### config.mk
export PLATFORM = sky130hd
export DESIGN_NAME = pflash_bus_fe
export DESIGN_NICKNAME = d
export VERILOG_FILES = /design/src/rtl/pfe_pkg.sv /design/src/rtl/pfe_sync.sv /design/src/rtl/pfe_wr_track.sv /design/src/rtl/pfe_page.sv /design/src/rtl/pflash_bus_fe.sv
export SDC_FILE = /design/constraint.sdc
export NUM_CORES = 1
export LEC_CHECK = 0
export ABC_AREA = 0
export BUFFER_PORTS_ARGS = -buffer_cell sky130_fd_sc_hd__buf_4
export CORE_ASPECT_RATIO = 0.9
export CORE_MARGIN = 2
export CORE_UTILIZATION = 54
export DETAILED_ROUTE_END_ITERATION = 16
export GPL_TIMING_DRIVEN = 1
export PLACE_DENSITY = 0.78
export SLEW_MARGIN = 0
export SYNTH_ARGS = -nofsm -noshare
export SYNTH_HDL_FRONTEND = slang
export SYNTH_HIERARCHICAL = 1
export SYNTH_SLANG_ARGS = --single-unit
### constraint.sdc
create_clock -name clk -period 3.35 [get_ports clk]
set_clock_uncertainty 0.15 [all_clocks]
set_input_delay 0.67 -clock clk [delete_from_list [all_inputs] [get_ports clk]]
set_output_delay 0.67 -clock clk [all_outputs]
set_load 0.02 [all_outputs]
### src/rtl/pfe_pkg.sv
package pfe_pkg;

    typedef enum logic [1:0] {
        PG_EMPTY = 2'd0,
        PG_FETCH = 2'd1,
        PG_READY = 2'd2
    } pg_state_e;

    typedef enum logic {
        WR_IDLE  = 1'b0,
        WR_ARMED = 1'b1
    } wr_state_e;

    localparam int WORD_W     = 16;
    localparam int PAGE_WORDS = 4;
    localparam int PAGE_W     = WORD_W * PAGE_WORDS;

    // enabled on 000, or on any code with en2 high except 111
    function automatic logic en_decode(input logic e2, input logic e1, input logic e0);
        return e2 ? ~(e1 & e0) : ~(e1 | e0);
    endfunction

endpackage

### src/rtl/pfe_sync.sv
module pfe_sync #(
    parameter int           W       = 8,
    parameter logic [W-1:0] RST_VAL = '0
) (
    input  logic         clk,
    input  logic         rst_n,
    input  logic [W-1:0] d,
    output logic [W-1:0] q
);
    logic [W-1:0] stage1;
    logic [W-1:0] stage2;

    always_ff @(posedge clk or negedge rst_n) begin
        if (!rst_n) begin
            stage1 <= RST_VAL;
            stage2 <= RST_VAL;
        end else begin
            stage1 <= d;
            stage2 <= stage1;
        end
    end

    assign q = stage2;
endmodule

### src/rtl/pfe_wr_track.sv
module pfe_wr_track
    import pfe_pkg::*;
#(
    parameter int AW = 22
) (
    input  logic          clk,
    input  logic          rst_n,
    input  logic          sel,
    input  logic          wr_n,
    input  logic          pd_n,
    input  logic          wide,
    input  logic [AW-1:0] addr,
    input  logic [15:0]   data,
    output logic          stb,
    output logic [AW-1:0] stb_addr,
    output logic [15:0]   stb_data,
    output logic          stb_byte
);
    wr_state_e state, nxt;
    logic      wr_live;

    assign wr_live = sel & ~wr_n & pd_n;

    always_comb begin
        nxt = state;
        unique case (state)
            WR_IDLE:  nxt = wr_live ? WR_ARMED : WR_IDLE;
            WR_ARMED: nxt = wr_live ? WR_ARMED : WR_IDLE;
            default:  nxt = WR_IDLE;
        endcase
    end

    always_ff @(posedge clk or negedge rst_n) begin
        if (!rst_n) state <= WR_IDLE;
        else        state <= nxt;
    end

    always_ff @(posedge clk or negedge rst_n) begin
        if (!rst_n) begin
            stb      <= 1'b0;
            stb_addr <= '0;
            stb_data <= '0;
            stb_byte <= 1'b0;
        end else begin
            stb <= (state == WR_ARMED) && (nxt == WR_IDLE) && pd_n;
            if (wr_live) begin
                stb_addr <= wide ? {addr[AW-1:1], 1'b0} : addr;
                stb_data <= wide ? data : {8'h00, data[7:0]};
                stb_byte <= ~wide;
            end
        end
    end
endmodule

### src/rtl/pfe_page.sv
module pfe_page
    import pfe_pkg::*;
#(
    parameter int PW = 19
) (
    input  logic              clk,
    input  logic              rst_n,
    input  logic              rd_req,
    input  logic [PW-1:0]     page_idx,
    input  logic              flush,
    input  logic              ack,
    input  logic [PAGE_W-1:0] fill,
    output logic              req,
    output logic [PW-1:0]     req_page,
    output logic              hit,
    output logic [PAGE_W-1:0] buf_q
);
    pg_state_e   state, nxt;
    logic [PW-1:0] tag;

    always_comb begin
        nxt = state;
        unique case (state)
            PG_EMPTY: if (rd_req) nxt = PG_FETCH;
            PG_FETCH: if (ack) nxt = PG_READY;
            PG_READY: if (rd_req && page_idx != tag) nxt = PG_FETCH;
            default:  nxt = PG_EMPTY;
        endcase
        if (flush) nxt = PG_EMPTY;
    end

    always_ff @(posedge clk or negedge rst_n) begin
        if (!rst_n) state <= PG_EMPTY;
        else        state <= nxt;
    end

    always_ff @(posedge clk or negedge rst_n) begin
        if (!rst_n) begin
            req_page <= '0;
            tag      <= '0;
            buf_q    <= '0;
        end else begin
            if (state != PG_FETCH && nxt == PG_FETCH) req_page <= page_idx;
            if (state == PG_FETCH && ack && !flush) begin
                buf_q <= fill;
                tag   <= req_page;
            end
        end
    end

    assign req = (state == PG_FETCH);
    assign hit = (state == PG_READY) && (tag == page_idx);
endmodule

### src/rtl/pflash_bus_fe.sv
module pflash_bus_fe
    import pfe_pkg::*;
#(
    parameter int AW = 22
) (
    input  logic                 clk,
    input  logic                 rst_n,
    input  logic                 en0_i,
    input  logic                 en1_i,
    input  logic                 en2_i,
    input  logic                 out_en_n_i,
    input  logic                 wr_en_n_i,
    input  logic                 pwrdn_n_i,
    input  logic                 wide_i,
    input  logic [AW-1:0]        bus_addr_i,
    input  logic [15:0]          bus_d_i,
    output logic [15:0]          bus_q_o,
    output logic [1:0]           bus_q_en_o,
    output logic                 rd_busy_o,
    output logic                 wr_stb_o,
    output logic [AW-1:0]        wr_addr_o,
    output logic [15:0]          wr_data_o,
    output logic                 wr_byte_o,
    output logic                 arr_req_o,
    output logic [AW-4:0]        arr_addr_o,
    input  logic                 arr_ack_i,
    input  logic [PAGE_W-1:0]    arr_data_i
);
    localparam int PW = AW - 3;
    localparam int SW = 7 + AW + 16;
    localparam logic [SW-1:0] SYNC_RST = {1'b0, 6'b111111, {AW{1'b0}}, 16'h0000};

    logic [SW-1:0] raw_v, syn_v;
    logic          pd_s, wide_s, wr_n_s, oe_n_s, e2_s, e1_s, e0_s;
    logic [AW-1:0] addr_s;
    logic [15:0]   data_s;
    logic          sel, rd_live, pg_flush, pg_hit;
    logic [PAGE_W-1:0] pg_data;
    logic [2:0]    byte_ix;
    logic [1:0]    word_ix;

    assign raw_v = {pwrdn_n_i, wide_i, wr_en_n_i, out_en_n_i, en2_i, en1_i, en0_i,
                    bus_addr_i, bus_d_i};

    pfe_sync #(.W(SW), .RST_VAL(SYNC_RST)) u_sync (
        .clk   (clk),
        .rst_n (rst_n),
        .d     (raw_v),
        .q     (syn_v)
    );

    assign {pd_s, wide_s, wr_n_s, oe_n_s, e2_s, e1_s, e0_s, addr_s, data_s} = syn_v;

    assign sel     = en_decode(e2_s, e1_s, e0_s) & pd_s;
    assign rd_live = sel & ~oe_n_s & wr_n_s;

    pfe_wr_track #(.AW(AW)) u_wr (
        .clk      (clk),
        .rst_n    (rst_n),
        .sel      (sel),
        .wr_n     (wr_n_s),
        .pd_n     (pd_s),
        .wide     (wide_s),
        .addr     (addr_s),
        .data     (data_s),
        .stb      (wr_stb_o),
        .stb_addr (wr_addr_o),
        .stb_data (wr_data_o),
        .stb_byte (wr_byte_o)
    );

    assign pg_flush = ~pd_s | wr_stb_o;

    pfe_page #(.PW(PW)) u_page (
        .clk      (clk),
        .rst_n    (rst_n),
        .rd_req   (rd_live),
        .page_idx (addr_s[AW-1:3]),
        .flush    (pg_flush),
        .ack      (arr_ack_i),
        .fill     (arr_data_i),
        .req      (arr_req_o),
        .req_page (arr_addr_o),
        .hit      (pg_hit),
        .buf_q    (pg_data)
    );

    assign byte_ix = addr_s[2:0];
    assign word_ix = addr_s[2:1];

    always_comb begin
        if (wide_s) bus_q_o = pg_data[16*word_ix +: 16];
        else        bus_q_o = {8'h00, pg_data[8*byte_ix +: 8]};
        if (rd_live && pg_hit) bus_q_en_o = wide_s ? 2'b11 : 2'b01;
        else                   bus_q_en_o = 2'b00;
        rd_busy_o = rd_live & ~pg_hit;
    end
endmodule

== Yosys cells after proc, flatten, opt, wreduce, memory -nomap -nowiden ==
Index checks and enable logic that the tools add are counted.

* Flip-flop bits (word level): 235
* Bits of input ports: 112
* Output and inout bits: 79
* Logic and storage cells: 58

* Equal/unequal tests: 6
* Shifts and indexed selects: 2
* Muxes and demuxes: 12
* Bitwise logic cells: 17
* Reduce and logical (&&, ||, !) cells: 10

{| class="wikitable"
|+ Operators by type and width
! cell !! number
|-
| 64-bit by 7-bit variable part select with 16-bit output || 1
|-
| 64-bit by 7-bit variable part select with 8-bit output || 1
|-
| 16-bit 2-to-1 mux || 2
|-
| 19-bit == test || 1
|-
| 19-bit inequality test || 1
|-
| 2-bit 2-to-1 mux || 6
|-
| 1-bit logical AND || 8
|-
| 1-bit NOT || 8
|-
| 1-bit AND || 7
|-
| 2-bit one-hot mux with 3 select lines || 1
|-
| 2-bit by 1-bit == test with 1-bit output (second input constant) || 2
|-
| 1-bit 2-to-1 mux || 3
|-
| 2-bit == test (second input constant) || 1
|-
| 2-bit logical NOT || 1
|-
| 2-bit by 1-bit inequality test with 1-bit output (second input constant) || 1
|-
| 1-bit bitwise OR || 2
|-
| 1-bit logical NOT || 1
|}

== Depth between registers and ports, before layout ==
Gate-level depths: netlist of the first run.

* Depth in word-level cells: 12
* Gate-level depth with buffers: 7
* Mapped depth without buffers: 7

== Cells and area by module ==
Netlist of the first run, hierarchy kept.

{| class="wikitable"
|+ Modules (own cells, without submodules)
! module !! instances !! cells each !! area each (µm²) !! sequential area each (µm²)
|-
| pfe_page || 1 || 256 || 4,120.2 || 2,602.5
|-
| pfe_sync || 1 || 90 || 2,267.2 || 2,267.2
|-
| pfe_wr_track || 1 || 108 || 1,717.9 || 1,026.0
|-
| pflash_bus_fe || 1 || 79 || 711.9 || 0.0
|}

== Least setup slack after synthesis of the first run ==
OpenSTA, ideal clock, no wires.

* Path kind: reg-to-reg
* From: reg u_sync.stage2[40] (netlist: u_sync/q[40])
* To: reg u_page.req_page[0]
* Setup time: 0.125 ns
* Data arrival time: 2.123 ns
* Path slack: 0.952 ns
* Stages on the path, launching flop included: 8
* Clock period less this slack: 2.398 ns
* Cells stage by stage: dfstp_2 > a21boi_0 > o2111ai_1 > inv_1 > nand2b_1 > a311oi_4 > buf_6 > mux2_2

* Word-level cells in the longest chain between the ends: 10
* Elaborated cells between the ends (all ways): 11

{| class="wikitable"
|+ Ends and longest elaborated chain
! what !! line !! RTL
|-
| start: declaration || pfe_sync.sv:11 || <nowiki>logic [W-1:0] stage2;</nowiki>
|-
| start signal: assignment || pfe_sync.sv:19 || <nowiki>stage2 <= stage1;</nowiki>
|-
| 1-bit 2-to-1 mux (*) || pfe_pkg.sv:20 || <nowiki>return e2 ? ~(e1 & e0) : ~(e1 | e0);</nowiki>
|-
| 1-bit AND (*) || pflash_bus_fe.sv:54 || <nowiki>assign sel = en_decode(e2_s, e1_s, e0_s) & pd_s;</nowiki>
|-
| 1-bit AND (*) (2 in series) || pflash_bus_fe.sv:55 || <nowiki>assign rd_live = sel & ~oe_n_s & wr_n_s;</nowiki>
|-
| via rd_live || pflash_bus_fe.sv:37 || <nowiki>logic sel, rd_live, pg_flush, pg_hit;</nowiki>
|-
| 1-bit logical AND || pfe_page.sv:26 || <nowiki>PG_READY: if (rd_req && page_idx != tag) nxt = PG_FETCH;</nowiki>
|-
| 2-bit 2-to-1 mux || pfe_page.sv:26 ||
|-
| 2-bit one-hot mux with 3 select lines (*) || pfe_page.sv:23 || <nowiki>unique case (state)</nowiki>
|-
| 2-bit 2-to-1 mux (*) || pfe_page.sv:29 || <nowiki>if (flush) nxt = PG_EMPTY;</nowiki>
|-
| 2-bit by 1-bit == test with 1-bit output (*) || pfe_page.sv:43 || <nowiki>if (state != PG_FETCH && nxt == PG_FETCH) req_page <= page_idx;</nowiki>
|-
| 1-bit logical AND (*) || pfe_page.sv:43 ||
|-
| end signal: assignment || pfe_page.sv:43 ||
|-
| end: declaration || pfe_page.sv:14 || <nowiki>output logic [PW-1:0] req_page,</nowiki>
|}

Mark *: on every way through the listed nets, which the timed path passes. The rest lies on a longest branch.
A chain may end at the register's enable or synchronous reset.

== Final worst setup path of the first run ==
* From: reg u_sync.stage2[32] (netlist: u_sync/q[32])
* To: out bus_q_en_o[1]

* Word-level cells in the longest chain between the ends: 4

{| class="wikitable"
|+ Ends and longest elaborated chain
! what !! line !! RTL
|-
| 19-bit == test || pfe_page.sv:52 || <nowiki>assign hit = (state == PG_READY) && (tag == page_idx);</nowiki>
|-
| 1-bit logical AND || pfe_page.sv:52 ||
|-
| via pg_hit || pflash_bus_fe.sv:37 ||
|-
| 1-bit logical AND || pflash_bus_fe.sv:94 || <nowiki>if (rd_live && pg_hit) bus_q_en_o = wide_s ? 2'b11 : 2'b01;</nowiki>
|-
| 2-bit 2-to-1 mux || pflash_bus_fe.sv:94 ||
|-
| end: declaration || pflash_bus_fe.sv:18 || <nowiki>output logic [1:0] bus_q_en_o,</nowiki>
|}

The timed path passes the listed nets, and every way through them passes these cells.

==> impl_metrics.yaml, run 1 <==
place:
  dp.cells: 918
  globalplace.congestion: 0.7834
  port_buffers: 190
  hpwlAfterDp_um: 12400
logic_synthesis:
  yosys.area_share.adder_pct: 0
  synth_cells: 533
  synth.avg_cell_area_sq_um: 16.54
  synth_area_leaders: "dfrtp_1 (63%), mux2_2 (14%), mux2_4 (5.1%)"
  synth-compound-area-share_pct: 1.816
  synth_top_family_by_area: "multiplexers"
  yosys-mux-area-fraction_pct: 23.44
  synth_simple_gate_area_share_pct: 3.150
  synthXorXnorAreaFrac_pct: 1.887
  ys_seq_elements: 235
  yosysSeqAreaShare_pct: 66.87
  yosys.area.top_type: "dfrtp_1"
  synth_top_area_share_pct: 63.29
  syn-cell-area_sq_mm: 0.008817
  yosysWarnings: 6
  syn_nets: 645
  ys_types: 34
critical_path:
  crit_top_cell: "nand2_1"
  cp.arrival_ns: 2.35
  r2r_slack_ns: 0.82
  worstSetupStartpointType: "flip-flop"
  r2r_cells: 7
  r2r-end: "u_page/req_page[13]$_DFFE_PN0P_"
  crit_chain: "xnor2_1 > nand4_1 > nor3_4 > nand2_1 > nor2_2 > nand2_1 > nor2_1 > buf_4"
  critPathMaxFanout: 3
  max_stage_delay_ns: 0.40
  crit_required_ns: 2.53
  slowest_stage: "dfrtp_1"
  regToRegStartpoint: "u_sync/q[40]$_DFF_PN1_"
  cp-end-kind: "primary output"
  critPathKind: "reg -> out"
pwr:
  p_per_area_mw_per_mm2: 655.7
  p_leak_nw: 5.519
  irDropWorstVdd_mv: 0.5358
cts:
  post_cts_resized: 0
  clk_latency_ns: 0.50
  clock_path_buffers: 3
  root_buffer: "clkbuf_16"
  tritoncts: "yes"
  postCtsHoldBufs: 0
  post_cts_buffers: 0
  cts_made_buffers: 23
  cts_num_sinks: 235
  htree_num_levels: 1
  clk_pin_slew_ns: 0.06
detailed_routing:
  post-route-drc-count: 0
  first_pass_iters: 4
  vias: 4979
  avgRoutedWirePerCell_um: 18.91
  drt-vias-per-instance: 5.197
  totalWireLength_um: 18120
  ant_nets: 0
  drt_iter0_drc: 172
timing:
  rsz0062_at_grt: "false"
  drv_slew: 0
  fin_crit_ns: 3.166
  max_freq_ghz: 0.3158
  max_slew_margin_pct: 47.22
  hold_violations: 0
  tns_ns: 0
  finalCritPeriodShare_pct: 94.52
  tightest_slew_ns: 0.7916
  setup_viol: 0
  whs_ns: 0.03313
finish:
  multi_input_area_sq_mm: 0.002686
  final_cell_mix: "dfrtp_1 (222), buf_4 (198), mux2_2 (110)"
  layout_commonest_cell: "dfrtp_1"
  regArea_sq_mm: 0.005897
  antenna_cells: 0
  syn2layout_area_growth_pct: 26.83
  fin_cells: 958
  drive_above_1_share_pct: 52.46
  nFillCells: 1098
  finalNetCount: 848
floorplanning:
  std_cell_rows: 44
  coreArea_sq_mm: 0.01608
  io-pin-count: 191
  start_util_pct: 54.85
  fp.dieW_um: 138.7
  dieHeight_um: 125.2
  dieArea_sq_mm: 0.01737
status:
  run_status: "completed"
global_routing:
  grt_pass1_vias: 5412
  grt_max_degree: 92
  grt_usage_pct: 20.97
  grt_pass1_wl_um: 28990
  grt_antenna_before_repair: 0
  grt_overflow: 0
hold_path:
  hp-class: "in -> async"
flow_run:
  cap_violations: 0
[Yosys cell counts, drive strengths merged]
| library cell | number |
|---|---|
| xnor2 | 19 |
| nor3 | 1 |
| and2 | 7 |
| dfstp | 12 |
| a31oi | 1 |
| nor2 | 8 |
| nand3 | 9 |
| o2111ai | 1 |
| nor2b | 3 |
| nand2b | 5 |
| nand4 | 4 |
| a21oi | 1 |
| mux4 | 7 |
| inv | 23 |
| mux2i | 19 |
| o221ai | 8 |
| nand2 | 11 |
| nor3b | 1 |
| o21a | 1 |
| mux2 | 141 |
| dfrtp | 223 |
| nand3b | 1 |
| a21boi | 2 |
| a311oi | 2 |
| buf | 23 |
[critical path, delay by kind of cell, from the launching register on]
family,cells,cell delay (ns)
simple gates,6,1.04
flops,1,0.40
xor+xnor,1,0.25
buf+inv,1,0.15
[metrics by stage]
stage	power [mW]	utilization (%)	instance area (sq um)	setup slack, ns
finish	7.333	69.57	11180	0.1836
CTS	7.411	69.51	11170	0.02317
global route	7.650	69.57	11180	0.01899
global placement	4.870	65.07	10460	0.6337
floorplan	4.268	-	8817	0.9519
detailed placement	4.938	65.07	10460	0.5552
[area by class of cell]
type	count	area share (%)
Sequential cell	235	52.73
Multi-Input combinational cell	252	24.02
Timing Repair Buffer	201	13.78
Clock buffer	36	5.941
Tap cell	207	2.316
Inverter	23	0.7720
Clock inverter	4	0.4363
[power by group]
group / switching (mW) / internal (mW)
Sequential: 0.252 / 3.25
Combinational: 0.642 / 0.750
Clock: 1.01 / 1.43
Total: 1.90 / 5.43
[layer usage]
metal | track usage, % | wire (um) | vias up
met4 | 4.100 | 336 | 0
met1 | 28.59 | 7665 | 2561
li1 | - | - | 2257
met3 | 4.443 | 948 | 24
met5 | 0 | 0 | -
met2 | 35.67 | 9169 | 137
[sequential cells by signal, indices dropped and copies added (netlist names)]
name	cells
u_page/state	2
u_sync/stage1	45
u_wr/stb	1
u_wr/stb_byte	1
u_page/buf_q	64
u_page/tag	19
u_wr/state	1
u_wr/stb_addr	22
u_sync/q	45
u_page/req_page	19
u_wr/stb_data	16
[how the worst max path moves through the flow]
stage | from | end | slack, ns | depth (start not counted)
2_1_floorplan | u_sync/q[40]$_DFF_PN1_ | u_page/req_page[0]$_DFFE_PN0P_ | 0.95 | 7
4_1_cts | u_sync/q[21]$_DFF_PN0_ | bus_q_en_o[1] | 0.02 | 8
6_report | u_sync/q[32]$_DFF_PN0_ | bus_q_en_o[1] | 0.18 | 8
3_3_place_gp | u_sync/q[17]$_DFF_PN0_ | bus_q_o[5] | 0.63 | 5
3_5_place_dp | u_sync/q[21]$_DFF_PN0_ | bus_q_en_o[1] | 0.56 | 8
5_1_grt | u_sync/q[21]$_DFF_PN0_ | bus_q_en_o[1] | 0.02 | 8
[logic make-up (layout without fill, tap and decap cells)]
family,after synthesis,after routing
flip-flops,235,235
multiplexers,167,167
AND/OR/NAND/NOR,50,50
buffers and inverters,46,264
XOR/XNOR,19,19
AO/OA/AOI/OAI,16,16
(Power assumes the default switching activity.)
==> run 2: changes to the inputs <==
Settings changed: CORE_ASPECT_RATIO 0.9 to 2, PLACE_DENSITY 0.78 to 0.84.
==> run 2 against run 1 <==
Effect of this change:
- the flow now finishes with violations (hold timing)
- maximum frequency rose by 0.19%
- global-route usage is 0.071 points lower
- combinational power hardly changed
- clock-buffer cell count down 12
- via count shrank 0.44%
- critical path depth stayed put
- largest power group unchanged
==> impl_metrics.yaml, run 2 (same netlist as run 1, synthesis figures left out) <==
critical_path:
  crit_required_ns: 2.53
  critPathMaxFanout: 3
  worstSetupStartpointType: "flip-flop"
  cp.arrival_ns: 2.34
  cp-end-kind: "primary output"
  critPathKind: "reg -> out"
finish:
  regArea_sq_mm: 0.005896
  multi_input_area_sq_mm: 0.002678
  layout_commonest_cell: "dfrtp_1"
  finalNetCount: 848
  fin_cells: 954
  syn2layout_area_growth_pct: 28.01
  final_cell_mix: "dfrtp_1 (223), buf_4 (200), mux2_2 (110)"
  regMostFlops: "u_page/buf_q"
  largest_reg_flops: 64
  antenna_cells: 0
  nFillCells: 1048
  fin_area_sq_mm: 0.01129
  drive_above_1_share_pct: 53.20
floorplanning:
  start_util_pct: 54.76
  coreArea_sq_mm: 0.01610
  dieArea_sq_mm: 0.01743
  dieHeight_um: 184.7
  std_cell_rows: 66
  fp.dieW_um: 94.36
  io-pin-count: 191
timing:
  tightest_slew_ns: 0.7791
  max_freq_ghz: 0.3164
  finalCritPeriodShare_pct: 94.34
  tns_ns: 0
  drv_slew: 0
  max_slew_margin_pct: 48.06
  fin_crit_ns: 3.161
  rsz0062_at_grt: "false"
  whs_ns: -0.009430
  hold_violations: 2
  setup_viol: 0
cts:
  postCtsHoldBufs: 0
  post_cts_buffers: 0
  cts_made_buffers: 21
  root_buffer: "clkbuf_16"
  cts_num_sinks: 235
  htree_num_levels: 1
  post_cts_resized: 0
  clock_path_buffers: 3
  clk_pin_slew_ns: 0.07
  clk_latency_ns: 0.49
  tritoncts: "yes"
global_routing:
  grt_overflow: 0
  grt_max_degree: 87
  grt_usage_pct: 20.90
  grt_pass1_vias: 5463
  grt_pass1_wl_um: 28220
  grt_antenna_before_repair: 0
status:
  run_status: "finished with violations"
  violations: "hold timing"
detailed_routing:
  totalWireLength_um: 17910
  avgRoutedWirePerCell_um: 18.77
  drt_iter0_drc: 146
  drt-vias-per-instance: 5.196
  post-route-drc-count: 0
  ant_nets: 0
  first_pass_iters: 4
  vias: 4957
pwr:
  irDropWorstVdd_mv: 0.6797
  p_leak_nw: 5.563
  p_per_area_mw_per_mm2: 676.7
flow_run:
  cap_violations: 0
place:
  port_buffers: 190
  dpl_cell_area_sq_mm: 0.01047
  hpwlAfterDp_um: 12430
  globalplace.congestion: 0.7633
  dp.cells: 917
hold_path:
  hp-class: "in -> async"
[run 2: path summary, 6_finish.rpt]
path | slack [ns] | startpoint | cells past startpoint | endpoint
min reg2reg | 0.19 | u_sync/stage1[8]$_DFF_PN0_ | 0 | u_sync/q[8]$_DFF_PN0_
min in group clk | 0.13 | bus_addr_i[16] | 1 | u_sync/stage1[32]$_DFF_PN0_
max in group asynchronous | 2.22 | rst_n | 2 | u_sync/stage1[41]$_DFF_PN1_
min | -0.009 | rst_n | 1 | u_page/tag[15]$_DFFE_PN0P_
max reg2reg | 0.87 | u_sync/q[40]$_DFF_PN1_ | 7 | u_page/req_page[12]$_DFFE_PN0P_
max | 0.19 | u_sync/q[32]$_DFF_PN0_ | 8 | bus_q_en_o[1]
[run 2: layout make-up]
| cell class | count | share of cell area (%) |
|---|---|---|
| Clock buffer | 24 | 5.022 |
| Clock inverter | 13 | 2.206 |
| Inverter | 23 | 0.7649 |
| Multi-Input combinational cell | 252 | 23.72 |
| Sequential cell | 235 | 52.23 |
| Tap cell | 204 | 2.261 |
| Timing Repair Buffer | 203 | 13.79 |
[run 2: metal layers]
metal / routed length [um] / global-route usage (%) / up-vias
li1: - / - / 2250
met1: 6996 / 26.78 / 2508
met2: 8986 / 34.66 / 173
met3: 1568 / 6.255 / 26
met4: 359 / 5.681 / 0
met5: 0 / 0 / -
[run 2: worst max-delay path, stage by stage, from the launching register on]
cell and delay, ns:
dfrtp_1 0.41, xnor2_1 0.23, nand4_1 0.16, nor3_2 0.36, nand2_1 0.14, nor2_1 0.21
nand2_1 0.08, nor2_1 0.09, buf_4 0.15
[run 2: metrics by stage]
step                hold WS [ns]  total power [mW]  setup WS [ns]  utilization [%]
global placement          0.1816             4.870         0.7466            65.03
detailed placement        0.1847             4.932         0.7395            65.03
global route             0.02768             7.969        0.03048            70.09
finish                 -0.009430             7.638         0.1895            70.09
CTS                      0.01656             7.729         0.1370            70.09
floorplan                 0.1812             4.268         0.9519                -
[run 2: report_power, final]
group          switching (mW)  internal, mW
clock                    1.01          1.76
combinational           0.624         0.749
sequential              0.253          3.24
